--- src/rtl/tagdir_pkg.sv ---
package tagdir_pkg;
  // Index width for a count of items; never less than one bit.
  function automatic int idx_width(input int n);
    return (n <= 1) ? 1 : $clog2(n);
  endfunction
endpackage

--- src/rtl/tagdir_rst_sync.sv ---
module tagdir_rst_sync (
  input  logic clk,
  input  logic rst_n,
  output logic rst_sync_n
);
  logic [1:0] stage_q;

  always_ff @(posedge clk or negedge rst_n) begin
    if (!rst_n) stage_q <= 2'b00;
    else        stage_q <= {stage_q[0], 1'b1};
  end

  assign rst_sync_n = stage_q[1];
endmodule

--- src/rtl/tagdir_match.sv ---
module tagdir_match #(
  parameter int WAYS  = 3,
  parameter int TAG_W = 8,
  parameter int WAY_W = 2
) (
  input  logic [TAG_W-1:0]            lookup_tag,
  input  logic [WAYS-1:0][TAG_W-1:0]  row_tags,
  input  logic [WAYS-1:0]             row_vld,
  output logic                        hit,
  output logic [WAY_W-1:0]            hit_way
);
  logic [WAYS-1:0] eq;

  for (genvar w = 0; w < WAYS; w++) begin : g_cmp
    assign eq[w] = row_vld[w] && (row_tags[w] == lookup_tag);
  end

  always_comb begin
    hit     = 1'b0;
    hit_way = '0;
    for (int w = 0; w < WAYS; w++) begin
      if (eq[w]) begin
        hit     = 1'b1;
        hit_way = WAY_W'(w);
      end
    end
  end
endmodule

--- src/rtl/tagdir_victim.sv ---
module tagdir_victim #(
  parameter int WAYS  = 3,
  parameter int WAY_W = 2
) (
  input  logic [WAYS-1:0]             row_vld,
  input  logic [WAYS-1:0][WAY_W-1:0]  row_ord,
  output logic [WAY_W-1:0]            victim
);
  logic             any_free;
  logic [WAY_W-1:0] free_way;

  // Scan downward so the lowest invalid way wins.
  always_comb begin
    any_free = 1'b0;
    free_way = '0;
    for (int w = WAYS - 1; w >= 0; w--) begin
      if (!row_vld[w]) begin
        any_free = 1'b1;
        free_way = WAY_W'(w);
      end
    end
    victim = any_free ? free_way : row_ord[WAYS-1];
  end
endmodule

--- src/rtl/tagdir_recency.sv ---
module tagdir_recency #(
  parameter int WAYS  = 3,
  parameter int WAY_W = 2
) (
  input  logic [WAYS-1:0][WAY_W-1:0]  ord_in,
  input  logic [WAY_W-1:0]            touched,
  output logic [WAYS-1:0][WAY_W-1:0]  ord_out
);
  // Position 0 holds the most recent way, position WAYS-1 the least recent.
  int unsigned pos;

  always_comb begin
    pos = WAYS - 1;
    for (int p = 0; p < WAYS; p++) begin
      if (ord_in[p] == touched) pos = p;
    end
  end

  for (genvar p = 0; p < WAYS; p++) begin : g_slot
    if (p == 0) begin : g_head
      assign ord_out[p] = touched;
    end else begin : g_tail
      assign ord_out[p] = (p <= pos) ? ord_in[p-1] : ord_in[p];
    end
  end
endmodule

--- src/rtl/lru_tag_directory.sv ---
module lru_tag_directory #(
  parameter int ADDR_W     = 12,
  parameter int OFFS_W     = 2,
  parameter int SET_W      = 2,
  parameter int WAYS       = 3,
  parameter int WRITE_BACK = 1,
  localparam int TAG_W     = ADDR_W - OFFS_W - SET_W,
  localparam int WAY_W     = tagdir_pkg::idx_width(WAYS)
) (
  input  logic              clk,
  input  logic              rst_n,
  input  logic              req_valid,
  input  logic [ADDR_W-1:0] req_addr,
  input  logic              req_write,
  output logic              rsp_valid,
  output logic              rsp_hit,
  output logic [WAY_W-1:0]  rsp_way,
  output logic              wb_req,
  output logic [TAG_W-1:0]  wb_tag
);
  localparam int SETS   = 1 << SET_W;
  localparam int SIDX_W = (SET_W > 0) ? SET_W : 1;

  logic rst_int_n;

  tagdir_rst_sync u_rst (.clk(clk), .rst_n(rst_n), .rst_sync_n(rst_int_n));

  // State arrays, one row per set
  logic [WAYS-1:0][TAG_W-1:0]  tag_q [SETS];
  logic [WAYS-1:0]             vld_q [SETS];
  logic [WAYS-1:0]             dty_q [SETS];
  logic [WAYS-1:0][WAY_W-1:0]  ord_q [SETS];

  // Field extraction
  logic [SIDX_W-1:0] set_idx;
  logic [TAG_W-1:0]  req_tag;

  assign req_tag = req_addr[ADDR_W-1 -: TAG_W];

  if (SET_W > 0) begin : g_indexed
    assign set_idx = req_addr[OFFS_W +: SET_W];
  end else begin : g_single_set
    assign set_idx = '0;
  end

  // Current row
  logic [WAYS-1:0][TAG_W-1:0]  cur_tag;
  logic [WAYS-1:0]             cur_vld;
  logic [WAYS-1:0]             cur_dty;
  logic [WAYS-1:0][WAY_W-1:0]  cur_ord;

  assign cur_tag = tag_q[set_idx];
  assign cur_vld = vld_q[set_idx];
  assign cur_dty = dty_q[set_idx];
  assign cur_ord = ord_q[set_idx];

  logic             hit;
  logic [WAY_W-1:0] hit_way;
  logic [WAY_W-1:0] victim_way;
  logic [WAY_W-1:0] sel_way;
  logic             do_wb;

  tagdir_match #(.WAYS(WAYS), .TAG_W(TAG_W), .WAY_W(WAY_W)) u_match (
    .lookup_tag(req_tag), .row_tags(cur_tag), .row_vld(cur_vld),
    .hit(hit), .hit_way(hit_way)
  );

  tagdir_victim #(.WAYS(WAYS), .WAY_W(WAY_W)) u_victim (
    .row_vld(cur_vld), .row_ord(cur_ord), .victim(victim_way)
  );

  assign sel_way = hit ? hit_way : victim_way;

  logic [WAYS-1:0][WAY_W-1:0] nxt_ord;

  tagdir_recency #(.WAYS(WAYS), .WAY_W(WAY_W)) u_recency (
    .ord_in(cur_ord), .touched(sel_way), .ord_out(nxt_ord)
  );

  // Next-state for the indexed row
  logic [WAYS-1:0][TAG_W-1:0] nxt_tag;
  logic [WAYS-1:0]            nxt_vld;
  logic [WAYS-1:0]            nxt_dty;

  always_comb begin
    nxt_tag          = cur_tag;
    nxt_vld          = cur_vld;
    nxt_tag[sel_way] = req_tag;
    nxt_vld[sel_way] = 1'b1;
  end

  if (WRITE_BACK != 0) begin : g_wb
    always_comb begin
      nxt_dty          = cur_dty;
      nxt_dty[sel_way] = hit ? (cur_dty[sel_way] | req_write) : req_write;
    end
    assign do_wb = !hit && cur_vld[victim_way] && cur_dty[victim_way];
  end else begin : g_wt
    assign nxt_dty = '0;
    assign do_wb   = 1'b0;
  end

  // Registers
  logic             rsp_valid_q;
  logic             rsp_wb_q;
  logic             rsp_hit_q;
  logic [WAY_W-1:0] rsp_way_q;
  logic [TAG_W-1:0] rsp_wbtag_q;

  always_ff @(posedge clk or negedge rst_int_n) begin
    if (!rst_int_n) begin
      rsp_valid_q <= 1'b0;
      rsp_wb_q    <= 1'b0;
      for (int s = 0; s < SETS; s++) begin
        vld_q[s] <= '0;
        dty_q[s] <= '0;
        for (int w = 0; w < WAYS; w++) ord_q[s][w] <= WAY_W'(w);
      end
    end else begin
      rsp_valid_q <= req_valid;
      rsp_wb_q    <= req_valid && do_wb;
      if (req_valid) begin
        vld_q[set_idx] <= nxt_vld;
        dty_q[set_idx] <= nxt_dty;
        ord_q[set_idx] <= nxt_ord;
      end
    end
  end

  // Tags and payload need no reset: valid bits and rsp_valid qualify them.
  always_ff @(posedge clk) begin
    if (req_valid) begin
      tag_q[set_idx] <= nxt_tag;
      rsp_hit_q      <= hit;
      rsp_way_q      <= sel_way;
      rsp_wbtag_q    <= cur_tag[victim_way];
    end
  end

  assign rsp_valid = rsp_valid_q;
  assign rsp_hit   = rsp_hit_q;
  assign rsp_way   = rsp_way_q;
  assign wb_req    = rsp_wb_q;
  assign wb_tag    = rsp_wbtag_q;
endmodule

--- config.mk ---
export PLATFORM = sky130hd
export DESIGN_NAME = lru_tag_directory
export DESIGN_NICKNAME = d
export VERILOG_FILES = /design/src/rtl/tagdir_pkg.sv /design/src/rtl/tagdir_rst_sync.sv /design/src/rtl/tagdir_match.sv /design/src/rtl/tagdir_victim.sv /design/src/rtl/tagdir_recency.sv /design/src/rtl/lru_tag_directory.sv
export SDC_FILE = /design/constraint.sdc
export NUM_CORES = 1
export LEC_CHECK = 0
export BUFFER_PORTS_ARGS = -buffer_cell sky130_fd_sc_hd__buf_2
export CORE_MARGIN = 5
export CORE_UTILIZATION = 55
export DETAILED_ROUTE_END_ITERATION = 8
export PLACE_DENSITY = 0.72
export SLEW_MARGIN = 25
export SYNTH_ARGS = -nofsm -noshare
export SYNTH_HDL_FRONTEND = slang
export SYNTH_HIERARCHICAL = 1
export SYNTH_SLANG_ARGS = --single-unit
--- constraint.sdc ---
create_clock -name clk -period 2.2 [get_ports clk]
set_input_delay 0.44 -clock clk [delete_from_list [all_inputs] [get_ports clk]]
set_output_delay 0.44 -clock clk [all_outputs]
set_load 0.03 [all_outputs]
==> flow_summary.toml <==
[outcome]
run_status = "finished with violations"
violations = "negative setup slack"

[placement]
gp_congestion = 0.872
dp_slack_ns = -1.67
post-dp-hpwl_um = 11100
io_buffers = 26
place_area_um2 = 8280
dp_cells = 753

[finish]
final_area_um2 = 9350
nFillCells = 789
multi_input_area_um2 = 2810
final_core_util_pct = 73.8
stdcell_count = 804
syn2layout_area_growth_pct = 30.6
register_area_um2 = 4530
fin_nets = 635
drive_gt1_share_pct = 44.1
insertedDiodeCount = 0

[sta]
tightest_slew_ns = 0.561
period_needed_ns = 3.46
skew_ns = 0.0128
rsz0062_at_grt = "true"
setup_viol = 156
setup_ws_ns = -1.26
slew_violations = 0
clock.fmax_mhz = 289
hold_viol_final = 0
fin_crit_sh_pct = 157
relSlewSlack_pct = 62.6

[synthesis]
synth_edf_count = 107
synthFlopType = "edfxtp_1"
synthesis.nets = 502
syn_area_per_cell_um2 = 14.7
ys_seq_area_share_pct = 63.2
yosys-top-cells-area = "edfxtp_1, dfrtp_1, mux4_2"
synthCells = 486
synth.distinct_cells = 43
synth_warnings = 6
synth-async-reset-ratio_pct = 32.7
synth_top_area_share_pct = 44.9
yosysTopAreaCell = "edfxtp_1"
netlist_area_um2 = 7150
synth_seq_cells = 159
synth_most_common_cell = "edfxtp_1"
synth_common_cells = "edfxtp_1, nand2_1, dfrtp_1"

[detailed_routing]
dr.pass1.iters = 5
wl_per_cell_um = 22.0
ant_nets = 0
avgViaCountPerCell = 5.86
wl_um = 17700
drc = 0
drtIter0Drc = 480
via_count = 4710

[run]
maxCapViolations = 0

[global_route]
grt_max_degree = 28
antenna_found_initial = 0
overflow = 0
grt_pass1_vias = 4994
grtUsageTotal_pct = 24.8
grt_pass1_wl_um = 27600

[clocking]
root_buffer = "clkbuf_16"
clock_latency_ns = 0.44
clkTransAtPathRegs_ns = 0.07
cts.sinks = 159
cts_tree = "yes"
cts_buffers = 17
clockBufferDepth = 2
ctsHtreeMaxLevel = 4

[floorplanning]
core.rowCount = 41
ioPinCount = 29
dieWidth_um = 124
coreArea_um2 = 12700
die-area_um2 = 15400
die_y_um = 124
start_util_pct = 56.5

[worst_setup_path]
critPathSlowestCell = "mux4_2"
path_max_fanout = 3
crit_chain = "mux4_2, xor2_1, nor4_2, nand4_1, nand3b_1, mux2_4, xor2_2, a211oi_2, buf_4, mux2i_1, nand3_1, mux2_2"
crit_family = "multiplexers"
start_kind = "flip-flop"
cp_num_buf_inv = 1
required_ns = 2.56
cp.arrival_ns = 3.82
worstSetupPathType = "flip-flop to flip-flop"
max_stage_delay_ns = 0.51
worst_setup_path_end_kind = "flip-flop"

[pwr]
power_density_nw_per_um2 = 1230
p_leak_nw = 3.78
totalPowerFinal_mw = 11.5
vdd_drop_max_mv = 0.790

[hold_path]
hold_path.class = "flip-flop to asynchronous set/reset pin"
==> metal layers <==
layer  track usage [%]  routed length (um)  up-vias
met5                 0                   0        -
met4              8.69                 368        0
met3              6.40                1170       32
met2              41.7                8990      178
met1              31.4                7170     2416
li1                  -                   -     2084
==> layout by cell type (no fill, tap or decap), types with 4 or more instances in the layout <==
| cell type | Yosys | final |
|---|---|---|
| buf_12 | 0 | 13 |
| buf_2 | 6 | 25 |
| buf_4 | 7 | 83 |
| buf_6 | 0 | 9 |
| clkbuf_16 | 0 | 19 |
| clkinvlp_4 | 0 | 5 |
| dfrtp_1 | 44 | 43 |
| dfstp_2 | 8 | 8 |
| edfxtp_1 | 107 | 107 |
| inv_1 | 8 | 7 |
| inv_6 | 0 | 4 |
| mux2_2 | 32 | 5 |
| mux2_4 | 0 | 27 |
| mux2i_1 | 10 | 10 |
| mux4_2 | 36 | 36 |
| nand2_1 | 93 | 93 |
| nand3_1 | 7 | 7 |
| nor2_1 | 8 | 5 |
| o21ai_0 | 34 | 12 |
| o21ai_1 | 0 | 22 |
| xnor2_1 | 13 | 10 |
| xor2_1 | 18 | 13 |
| xor2_2 | 0 | 4 |
==> registers in the layout (all words and copies together) (netlist names) <==
name and flops:
u_rst/stage_q 2, tag_q 96, rsp_hit 1, ord_q 24
wb_tag 8, dty_q 12, vld_q 12, rsp_valid 1
wb_req 1, rsp_way 2
==> per-stage QoR <==
step / hold WS (ns) / setup TNS [ns]
4_1_cts: 0.277 / -122.11
5_1_grt: 0.312 / -152.80
3_3_place_gp: 0.227 / -209.12
2_1_floorplan: 0.144 / -135.67
3_5_place_dp: 0.227 / -215.13
6_report: 0.251 / -138.24
==> area by class of cell <==
type / instances / share of cell area, %
clock buffer: 18 / 4.59
clock inverter: 14 / 1.43
inverter: 8 / 0.361
multi-input combinational: 298 / 30.0
sequential: 159 / 48.4
tap: 172 / 2.30
timing repair buffer: 135 / 12.8
==> kinds of logic after synthesis <==
family                    Yosys count  synth area share, %
xor gates and xnor gates           31                 3.80
and+or+nand+nor                   134                 8.39
buffers and inverters              30                 2.05
AOI/OAI and AO/OA                  53                 4.70
DFF                               159                 63.2
other                               1               0.0524
muxes                              78                 17.8
==> what timing repair did <==
action | in CTS | in global routing
buffers inserted | 9 | 8
cloned | 1 | 2
hold endpoints to repair | 2 | 0
pin swaps | 10 | 15
hold buffers | 1 | 0
resized for setup | 64 | 20
setup endpoints to repair | 155 | 156
==> worst paths after layout <==
path                                   from          endpoint  slack [ns]  cells past startpoint
setup / recovery                tag_q[3][4]          ord_q[2]       -1.26                     12
max in group asynchronous  u_rst/stage_q[1]         ord_q[23]        1.25                      1
hold reg to reg            u_rst/stage_q[1]          dty_q[5]        0.25                      0
hold / removal             u_rst/stage_q[1]          dty_q[5]        0.25                      0
setup reg to reg                tag_q[3][4]          ord_q[2]       -1.26                     12
min in group clk           u_rst/stage_q[0]  u_rst/stage_q[1]        0.35                      0
==> power by group <==
part	total, mW	leakage (nW)	switching (mW)	internal (mW)
Clock	2.81	0.262	1.24	1.57
Sequential	4.27	1.63	0.245	4.02
Combinational	4.45	1.88	2.25	2.20
Note: power is estimated with default switching activity, not from simulation.
